==> src/rtl/npc_pkg.sv <==
package npc_pkg;

    typedef enum logic [2:0] {
        SRC_SEQ    = 3'd0,
        SRC_BRANCH = 3'd1,
        SRC_JUMP   = 3'd2,
        SRC_REG    = 3'd3,
        SRC_TRAP   = 3'd4
    } npc_src_e;

    localparam int BR_KINDS = 3;
    localparam int BR_LTZ   = 0;
    localparam int BR_EQ    = 1;
    localparam int BR_NE    = 2;

endpackage

==> src/rtl/npc_cond.sv <==
module npc_cond
    import npc_pkg::*;
#(
    parameter int DATA_W = 32
) (
    input  logic [DATA_W-1:0]   op_a,
    input  logic [DATA_W-1:0]   op_b,
    input  logic [BR_KINDS-1:0] kind,
    output logic                taken
);

    logic                same;
    logic [BR_KINDS-1:0] holds;
    logic [BR_KINDS-1:0] hit;

    // One comparator serves both equality tests.
    assign same          = (op_a == op_b);
    assign holds[BR_LTZ] = op_a[DATA_W-1];
    assign holds[BR_EQ]  = same;
    assign holds[BR_NE]  = ~same;

    generate
        for (genvar k = 0; k < BR_KINDS; k++) begin : g_kind
            assign hit[k] = kind[k] & holds[k];
        end
    endgenerate

    assign taken = |hit;

endmodule

==> src/rtl/npc_prio.sv <==
module npc_prio
    import npc_pkg::*;
(
    input  logic     sel_reg,
    input  logic     sel_jump,
    input  logic     sel_trap,
    input  logic     br_taken,
    output npc_src_e src
);

    always_comb begin
        if (sel_reg) begin
            src = SRC_REG;
        end else if (sel_jump) begin
            src = SRC_JUMP;
        end else if (sel_trap) begin
            src = SRC_TRAP;
        end else if (br_taken) begin
            src = SRC_BRANCH;
        end else begin
            src = SRC_SEQ;
        end
    end

endmodule

==> src/rtl/npc_addr.sv <==
module npc_addr
    import npc_pkg::*;
#(
    parameter int              WA_W     = 30,
    parameter int              IMM_W    = 16,
    parameter int              JTA_W    = 26,
    parameter logic [WA_W-1:0] SYS_WORD = 30'h80
) (
    input  npc_src_e         src,
    input  logic [WA_W-1:0]  pc,
    input  logic [IMM_W-1:0] imm,
    input  logic [JTA_W-1:0] jta,
    input  logic [WA_W-1:0]  reg_word,
    output logic [WA_W-1:0]  seq,
    output logic [WA_W-1:0]  next
);

    localparam int HI_W  = WA_W - JTA_W;
    localparam int EXT_W = WA_W - IMM_W;

    logic [WA_W-1:0] imm_ext;
    logic [WA_W-1:0] br_word;
    logic [WA_W-1:0] jump_word;

    assign imm_ext = {{EXT_W{imm[IMM_W-1]}}, imm};
    assign seq     = pc + 1'b1;
    assign br_word = seq + imm_ext;

    generate
        if (HI_W > 0) begin : g_region
            assign jump_word = {pc[WA_W-1 -: HI_W], jta};
        end else begin : g_full
            assign jump_word = jta[WA_W-1:0];
        end
    endgenerate

    always_comb begin
        unique case (src)
            SRC_SEQ:    next = seq;
            SRC_BRANCH: next = br_word;
            SRC_JUMP:   next = jump_word;
            SRC_REG:    next = reg_word;
            SRC_TRAP:   next = SYS_WORD;
            default:    next = seq;
        endcase
    end

endmodule

==> src/rtl/npc_sel.sv <==
module npc_sel
    import npc_pkg::*;
#(
    parameter int                ADDR_W   = 32,
    parameter int                IMM_W    = 16,
    parameter int                JTA_W    = 26,
    parameter logic [ADDR_W-1:0] SYS_ADDR = 'h200
) (
    input  logic                clk,
    input  logic                rst,
    input  logic [IMM_W-1:0]    imm16,
    input  logic [JTA_W-1:0]    jta,
    input  logic [ADDR_W-1:0]   rs_val,
    input  logic [ADDR_W-1:0]   rt_val,
    input  logic                is_bltz,
    input  logic                is_beq,
    input  logic                is_bne,
    input  logic                is_j,
    input  logic                is_jal,
    input  logic                is_jr,
    input  logic                is_syscall,
    output logic [ADDR_W-3:0]   pc_word,
    output logic [ADDR_W-3:0]   next_pc,
    output logic [ADDR_W-1:0]   link_addr
);

    localparam int              WA_W     = ADDR_W - 2;
    localparam logic [WA_W-1:0] SYS_WORD = SYS_ADDR[ADDR_W-1:2];

    logic [WA_W-1:0]     pc_q;
    logic [WA_W-1:0]     seq_w;
    logic [WA_W-1:0]     next_w;
    logic [BR_KINDS-1:0] kind;
    logic                taken;
    npc_src_e            src;

    assign kind[BR_LTZ] = is_bltz;
    assign kind[BR_EQ]  = is_beq;
    assign kind[BR_NE]  = is_bne;

    npc_cond #(
        .DATA_W (ADDR_W)
    ) u_cond (
        .op_a  (rs_val),
        .op_b  (rt_val),
        .kind  (kind),
        .taken (taken)
    );

    npc_prio u_prio (
        .sel_reg  (is_jr),
        .sel_jump (is_j | is_jal),
        .sel_trap (is_syscall),
        .br_taken (taken),
        .src      (src)
    );

    npc_addr #(
        .WA_W     (WA_W),
        .IMM_W    (IMM_W),
        .JTA_W    (JTA_W),
        .SYS_WORD (SYS_WORD)
    ) u_addr (
        .src      (src),
        .pc       (pc_q),
        .imm      (imm16),
        .jta      (jta),
        .reg_word (rs_val[ADDR_W-1:2]),
        .seq      (seq_w),
        .next     (next_w)
    );

    // PC register: reset to word 0, otherwise follow the selection.
    always_ff @(posedge clk) begin
        if (rst) begin
            pc_q <= '0;
        end else begin
            pc_q <= next_w;
        end
    end

    always_comb begin
        pc_word   = pc_q;
        next_pc   = next_w;
        link_addr = {seq_w, 2'b00};
    end

endmodule

==> config.mk <==
export PLATFORM = sky130hd
export DESIGN_NAME = npc_sel
export DESIGN_NICKNAME = d
export VERILOG_FILES = /design/src/rtl/npc_pkg.sv /design/src/rtl/npc_cond.sv /design/src/rtl/npc_prio.sv /design/src/rtl/npc_addr.sv /design/src/rtl/npc_sel.sv
export SDC_FILE = /design/constraint.sdc
export NUM_CORES = 1
export LEC_CHECK = 0
export ABC_AREA = 1
export BUFFER_PORTS_ARGS = -buffer_cell sky130_fd_sc_hd__buf_4
export CAP_MARGIN = 20
export CORE_MARGIN = 8
export CORE_UTILIZATION = 25
export CTS_CLUSTER_SIZE = 24
export DETAILED_ROUTE_END_ITERATION = 7
export PLACE_DENSITY_LB_ADDON = 0.25
export SETUP_SLACK_MARGIN = 0.05
export SLEW_MARGIN = 10
export SYNTH_ARGS = -nofsm -noshare
export SYNTH_HDL_FRONTEND = slang
export SYNTH_HIERARCHICAL = 1
export SYNTH_SLANG_ARGS = --single-unit
==> constraint.sdc <==
create_clock -name clk -period 2.61 [get_ports clk]
set_input_delay 0.261 -clock clk [delete_from_list [all_inputs] [get_ports clk]]
set_output_delay 0.261 -clock clk [all_outputs]
set_load 0.005 [all_outputs]
# Word level (Yosys, flattened, before mapping)

Index checks and enable logic that the tools add are counted.

Word-level logic and storage cells: 19
Register bits: 30
Output and inout bits: 92

Eq/ne operators: 5
Bitwise logic cells: 5
Mux-type cells: 5
Add/sub/neg operators: 2
Reductions and logical operators: 1

Operators by type and width:

| operator                                                               | number |
|---|---|
| 30-bit case mux with 4 select lines                                    | 1 |
| 32-bit equality test                                                   | 1 |
| 30-bit by 1-bit adder with 30-bit output (second input constant)       | 1 |
| 30-bit adder                                                           | 1 |
| 3-bit two-way mux                                                      | 3 |
| 3-bit by 2-bit equality test with 1-bit output (second input constant) | 2 |
| 1-bit bitwise AND                                                      | 3 |
| 3-bit by 1-bit equality test with 1-bit output (second input constant) | 1 |
| 3-bit equality test (second input constant)                            | 1 |
| 3-bit OR reduction                                                     | 1 |
| 1-bit two-way mux                                                      | 1 |
| 1-bit inverter                                                         | 1 |
| 1-bit bitwise OR                                                       | 1 |

# Logic depth before layout (Yosys ltp)

Gate-level depths: netlist of the first run.

Depth after elaboration: 10
Depth in mapped cells: 25

# Hierarchy

The synthesis of the first run kept the hierarchy.

By module, submodules not included:

| module   | seq. area each (um2) | cells an instance | area an instance (um2) | instances |
|---|---|---|---|---|
| npc_addr | 0.0                  | 733               | 3731.1                 | 1 |
| npc_sel  | 600.6                | 99                | 889.6                  | 1 |
| npc_cond | 0.0                  | 141               | 631.9                  | 1 |
| npc_prio | 0.0                  | 7                 | 32.5                   | 1 |

# Worst setup path before layout of the first run

Ideal clock, no wire load.

Kind: reg-to-output
From: register pc_q[0] (netlist: pc_word[0])
To: output port next_pc[27]
Setup slack: -0.328 ns
Arrival: 2.677 ns
Buffers on the path: 0
Data required time: 2.349 ns
Stages on the path, launching flop included: 18
Cells stage by stage: dfxtp_1 ha_1 nand2_1 nor2_4 nand2_2 nor3_4 nand2_4 xnor2_1 ha_1 nand2_1 inv_1 a21oi_1 o21ai_0 a21oi_1 nand2_1 nand2_1 nand3_1 a21oi_2

Longest elaborated chain between the ends: 3

Ends and longest elaborated chain:

| item                                     | RTL line       | text |
|---|---|---|
| start, declared                          | npc_sel.sv:30  | `logic [WA_W-1:0] pc_q;` |
| start signal, assigned                   | npc_sel.sv:78  | `pc_q <= next_w;` |
| 30-bit by 1-bit adder with 30-bit output | npc_addr.sv:26 | `assign seq = pc + 1'b1;` |
| via link_addr[20]                        | npc_sel.sv:24  | `output logic [ADDR_W-1:0] link_addr` |
| 30-bit adder                             | npc_addr.sv:27 | `assign br_word = seq + imm_ext;` |
| 30-bit case mux with 4 select lines      | npc_addr.sv:38 | `unique case (src)` |
| end, declared                            | npc_sel.sv:23  | `output logic [ADDR_W-3:0] next_pc,` |

The timed path passes the listed nets, and every way through them passes these cells.

# Worst setup path after layout of the first run

From: register pc_q[1] (netlist: pc_word[1])
To: output port next_pc[27]

Longest elaborated chain between the ends: 3

Ends and longest elaborated chain:

| item                                       | RTL line |
|---|---|
| 30-bit by 1-bit adder with 30-bit output * | npc_addr.sv:26 |
| 30-bit adder                               | npc_addr.sv:27 |
| 30-bit case mux with 4 select lines *      | npc_addr.sv:38 |

Mark *: on every way between the ends. The rest lies on a longest branch, timed or not.

==> results of run 1 <==
==> worst paths after layout <==
kind	start	endpoint	slack, ps	cells after the start
setup / recovery	pc_word[1]	next_pc[27]	-950	19
hold / removal	rst	pc_word[19]	370	2
setup reg to reg	pc_word[1]	pc_word[25]	-580	23
hold reg to reg	pc_word[29]	pc_word[29]	850	4
==> placed cells by master (no fill, tap or decap), drive strengths merged <==
master / count
a21oi: 41
xnor2: 27
dfxtp: 30
nand3: 61
nor4: 1
a221oi: 15
nor3: 13
o21ai: 14
buf: 546
or2: 7
xor2: 12
a22oi: 7
nor2: 136
a31oi: 1
and2: 3
a21o: 1
ha: 36
nand2: 342
clkbuf: 7
nand3b: 4
o21bai: 6
fa: 1
o21a: 1
o2111ai: 3
o221ai: 1
o311ai: 1
nand4: 24
conb: 2
clkinv: 1
inv: 173
clkinvlp: 1
==> what timing repair did <==
item | in CTS | in global routing
cloned | 1 | 0
setup buffers | 53 | 39
pin swaps | 97 | 133
gates resized for setup | 302 | 216
setup endpoints to repair | 56 | 60
==> metal layers <==
| metal | global-route usage | part of all wire | up-vias | wire [um] |
|---|---|---|---|---|
| met5 | 0 | 0 | - | 0 |
| met4 | 0.0816 | 0.040 | 0 | 1280 |
| met3 | 0.0560 | 0.081 | 62 | 2570 |
| met2 | 0.396 | 0.48 | 348 | 15300 |
| met1 | 0.265 | 0.40 | 3832 | 12600 |
| li1 | - | - | 4151 | - |
==> kinds of logic (layout without fill, tap and decap cells) <==
| family | after synthesis | count (layout) | synth area share |
|---|---|---|---|
| AO/OA/AOI/OAI | 91 | 91 | 0.109 |
| XOR/XNOR | 39 | 39 | 0.0675 |
| adder cells (fa/ha/maj) | 37 | 37 | 0.0890 |
| buffers and inverters | 191 | 728 | 0.142 |
| flip-flops | 30 | 30 | 0.114 |
| other | 1 | 2 | 0.000710 |
| AND/OR/NAND/NOR | 591 | 591 | 0.478 |
==> power groups by stage <==
| stage | clock [uW] | sequential, uW | combinational [uW] |
|---|---|---|---|
| floorplan | 0 | 567 | 808 |
| global placement | 0 | 552 | 2090 |
| detailed placement | 0 | 554 | 2090 |
| CTS | 608 | 546 | 2530 |
| global route | 621 | 554 | 3080 |
| finish | 591 | 547 | 2890 |
==> area by class of cell <==
cell class                 count  area, um2  share of cell area
tap                          275        344              0.0286
sequential                    30        622              0.0516
timing repair buffer         546       4390               0.364
inverter                     174        689              0.0572
multi-input combinational    760       5860               0.486
clock inverter                 1       5.00            0.000415
clock buffer                   7        143              0.0118
==> stage by stage <==
stage	instance area [um2]	utilization
5_1_grt	12100	0.577
3_5_place_dp	9340	0.447
2_1_floorplan	5450	-
4_1_cts	11100	0.529
6_report	12100	0.577
3_3_place_gp	9340	0.447
==> flow_summary.ini, run 1 <==
[worst_setup_path]
crit_family = simple AND/OR/NAND/NOR gates
crit_chain = ha_4 -> nand2_4 -> nor2_4 -> nand2_4 -> nor3_4 -> nand2_4 -> nor2_4 -> xor2_4 -> ha_4 -> nand2_4 -> nor2_1 -> nand2_1 -> inv_1 -> a21oi_2 -> nand2_1 -> nand2_1 -> nand3_2 -> a21oi_2 -> buf_4
slowest_delay_ps = 370
crit_buf_inv = 2
path_class = reg -> out
required_ps = 2350
crit_slowest_cell = dfxtp_4
crit_path_end_kind = output pin
path_max_fanout = 4
worst_ep_arrival_time_ps = 3300
path_common_cell = nand2_4
start_kind = register

[die]
die_w_um = 161
start_util = 0.253
placementRows = 53
die_area_um2 = 26000
die_y_um = 161
ios = 207
design.core.area_um2 = 20900

[layout]
fin_cells = 1793
drive_gt1_frac = 0.630
nets = 1669
largest_register_ffs = 30
areaGrowthSynthToFinish_pct = 128
antenna_cells = 0
fillers = 2024

[placement]
io_buffers = 204
gp_congestion = 0.977
hpwl_um = 25700
pre_cts_slack_ps = -668
dp.cells = 1718

[global_routing]
grt_use_total = 0.227
grt_pass1_vias = 8444
grt_first_pass_wirelength_um = 45800
overflow = 0
antenna_found_initial = 0
grt_max_degree = 31

[yosys]
synthDistinctLibCells = 45
synth.most_common_cell = nand2_1
ys_ff_latch = 30
synthCells = 980
ys_seq_area_frac = 0.114
yosysWarnings = 6
ys.flop_type = dfxtp_1
synthTopCellsByCount = 334 x nand2_1, 169 x inv_1, 126 x nor2_1
synth_area_um2 = 5290
synth.largest_area_cell = nand2_1
synthArstFlopShare = 0
synth_top_area_frac = 0.237
synth_edf_count = 0
synth_area_leaders = nand2_1 24%, inv_1 12%, dfxtp_1 11%
syn_area_per_cell_um2 = 5.39

[routing]
drc = 0
via_per_inst = 4.68
wl_per_cell_um = 17.7
ant_nets = 0
num_vias = 8393
drtIter0Drc = 456
postRouteWirelength_um = 31700
first_pass_iters = 7

[clock_tree]
cts_sinks = 30
numCtsBuffers = 5
root_buffer = clkbuf_16
holdBufCountCts = 0
cts_tree = yes
clock_latency_ps = 290
htreeDepth = 2
cts_buffer_depth = 2
path_clk_slew_ps = 50

[sta]
fmax_mhz = 281
period_minus_slack_ps = 3560
worst_slack_ps = -949
holdWs_ps = 372
worst_clock_skew_ps = 7.13
setup_tns_ps = -31670
slew_violations = 0
finalHoldViolCount = 0
min_period_over_period = 1.36
setup_violations = 56
rsz0062_at_grt = yes

[pwr]
combPwrFrac = 0.718
ir_worst_vdd_v = 0.000219
seqPwrFrac = 0.136
p_total_uw = 4030
pwr-share-clk = 0.147
powerDensity_nw_per_um2 = 334
power.switching_uw = 1680
switching_share = 0.417
leakagePower_uw = 0.00629
p_int_uw = 2350

[flow_run]
drv_cap = 0

[run_status]
status = finished with violations
failed_checks = setup timing

[hold_path]
hold_path.class = in -> reg
(Power assumes the default switching activity.)
==> run 2: changes to the inputs <==
- SETUP_SLACK_MARGIN: 0.05 -> unset
- clock period: 2.61 -> 3.7 ns (I/O delays scaled with it)
==> flow_summary.ini, run 2 (same netlist as run 1, synthesis figures left out) <==
[routing]
num_vias = 7155
drtIter0Drc = 530
ant_nets = 0
wl_per_cell_um = 17.4
postRouteWirelength_um = 26600
via_per_inst = 4.69
first_pass_iters = 5
drc = 0

[worst_setup_path]
start_kind = register
r2r_slack_ps = 580
slowest_delay_ps = 370
worst_ep_arrival_time_ps = 3250
crit_slowest_cell = dfxtp_4
crit_family = simple AND/OR/NAND/NOR gates
crit_path_end_kind = output pin
crit_chain = ha_4 -> nand2_4 -> nor2_4 -> nand2_2 -> nor3_4 -> nand2_4 -> nor2_4 -> xor2_4 -> ha_4 -> nand2_4 -> nor2_2 -> and2_1 -> nand3_1 -> nand4_1 -> nand3_1 -> a21oi_2 -> buf_4
path_max_fanout = 4
path_class = reg -> out
path_common_cell = nand2_4
required_ps = 3330
crit_buf_inv = 1

[sta]
rsz0062_at_grt = yes
finalHoldViolCount = 0
period_minus_slack_ps = 3620
fmax_mhz = 276
slew_violations = 0
worstMarginPinSlew_ps = 604
setup_violations = 0
min_period_over_period = 0.978
worst_clock_skew_ps = 7.11
slew-limit-headroom = 0.598

[run_status]
status = finished, final reports clean

[layout]
antenna_cells = 0
multi_input_comb_area_um2 = 4650
fin_area_um2 = 8530
areaGrowthSynthToFinish_pct = 61.5
nets = 1402
regArea_um2 = 621
fillers = 2302
fin_cells = 1526
mostFrequentLayoutCells = 307 x nand2_1, 277 x buf_4, 158 x inv_1, 108 x nor2_1, 47 x nand3_1
largest_register_ffs = 30
finish.utilization = 0.409
layout.cells.most_common = nand2_1
drive_gt1_frac = 0.368

[global_routing]
grt_first_pass_wirelength_um = 40100
grt_pass1_vias = 7100
overflow = 0
antenna_found_initial = 0
grt_use_total = 0.196
grt_max_degree = 31

[pwr]
powerDensity_nw_per_um2 = 245
ir_worst_vdd_v = 0.000138
leakagePower_uw = 0.00454

[clock_tree]
cts_tree = yes
path_clk_slew_ps = 60
cts_buffer_depth = 2
clock_latency_ps = 290
cts_sinks = 30
numCtsBuffers = 5
htreeDepth = 2
root_buffer = clkbuf_16

[die]
start_util = 0.253
ios = 207
die_y_um = 161
placementRows = 53
design.core.area_um2 = 20900
die_area_um2 = 26000
die_w_um = 161

[flow_run]
drv_cap = 0

[placement]
hpwl_um = 22600
gp_congestion = 0.929
io_buffers = 204
placedInstanceArea_um2 = 7500
dp.cells = 1498

[hold_path]
hold_path.class = in -> reg
run 2: changes by cell type in the layout (fill, tap and decap cells not counted), sizes merged:
cell	before	now
inv	173	174
buf	546	279
clkbuf	7	6
run 2: cell type report:
class	count	share of cell area
Clock buffer	6	0.0163
Timing Repair Buffer	279	0.247
Sequential cell	30	0.0727
Inverter	174	0.0765
Tap cell	275	0.0403
Multi-Input combinational cell	760	0.545
Clock inverter	2	0.00147
run 2: final timing paths:
kind	startpoint	endpoint	depth (start not counted)
min reg2reg	pc_word[1]	pc_word[1]	5
max reg2reg	pc_word[0]	pc_word[27]	21
max	pc_word[0]	next_pc[24]	17
min	jta[19]	pc_word[19]	5
run 2: worst register-to-register path, cell delays in order (launching register included):
cell and delay (ps):
dfxtp_4 370, ha_4 160, nand2_4 60, nor2_4 120
nand2_2 90, nor3_4 250, nand2_4 150, nor2_4 170
xor2_4 240, ha_4 260, a21oi_4 160, o21bai_2 100
nand2_1 60, nand2_1 60, a21oi_2 140, nand2_1 70
nand2_1 70, nand3_2 80, a21oi_4 180, buf_4 130
inv_1 30, nor2_1 80
run 2: routing by layer:
metal  up-vias  wire (um)  global-route usage  part of all wire
li1       3605          -                   -                 -
met2       274      12800               0.336              0.48
met1      3248      10900               0.242              0.41
met3        28       2380              0.0471             0.089
met5         -          0                   0                 0
met4         0        494              0.0488             0.019
run 2: report_power, final:
part           internal, uW  leakage, uW  switching (uW)
Sequential              355     0.000253            44.1
Clock                   266    0.0000729             161
Combinational           572      0.00421             694
Total                  1190      0.00454             899
run 2: metrics by stage:
step / hold slack, ps / setup TNS (ps) / total power (uW) / worst slack (ps)
2_1_floorplan: 559 / 0 / 941 / 653
3_3_place_gp: 734 / -6.95 / 1510 / -6.95
3_5_place_dp: 746 / -53.5 / 1500 / -33.5
4_1_cts: 451 / -18.0 / 1990 / -12.9
5_1_grt: 487 / -514 / 2250 / -76.3
6_report: 443 / 0 / 2090 / 79.6
run 2: timing repair:
action | 4_1_cts | 5_1_grt
setup endpoints to repair | 17 | 21
pin swaps | 15 | 51
buffers inserted | 8 | 12
hold buffers | 0 | 0
resized for setup | 53 | 123
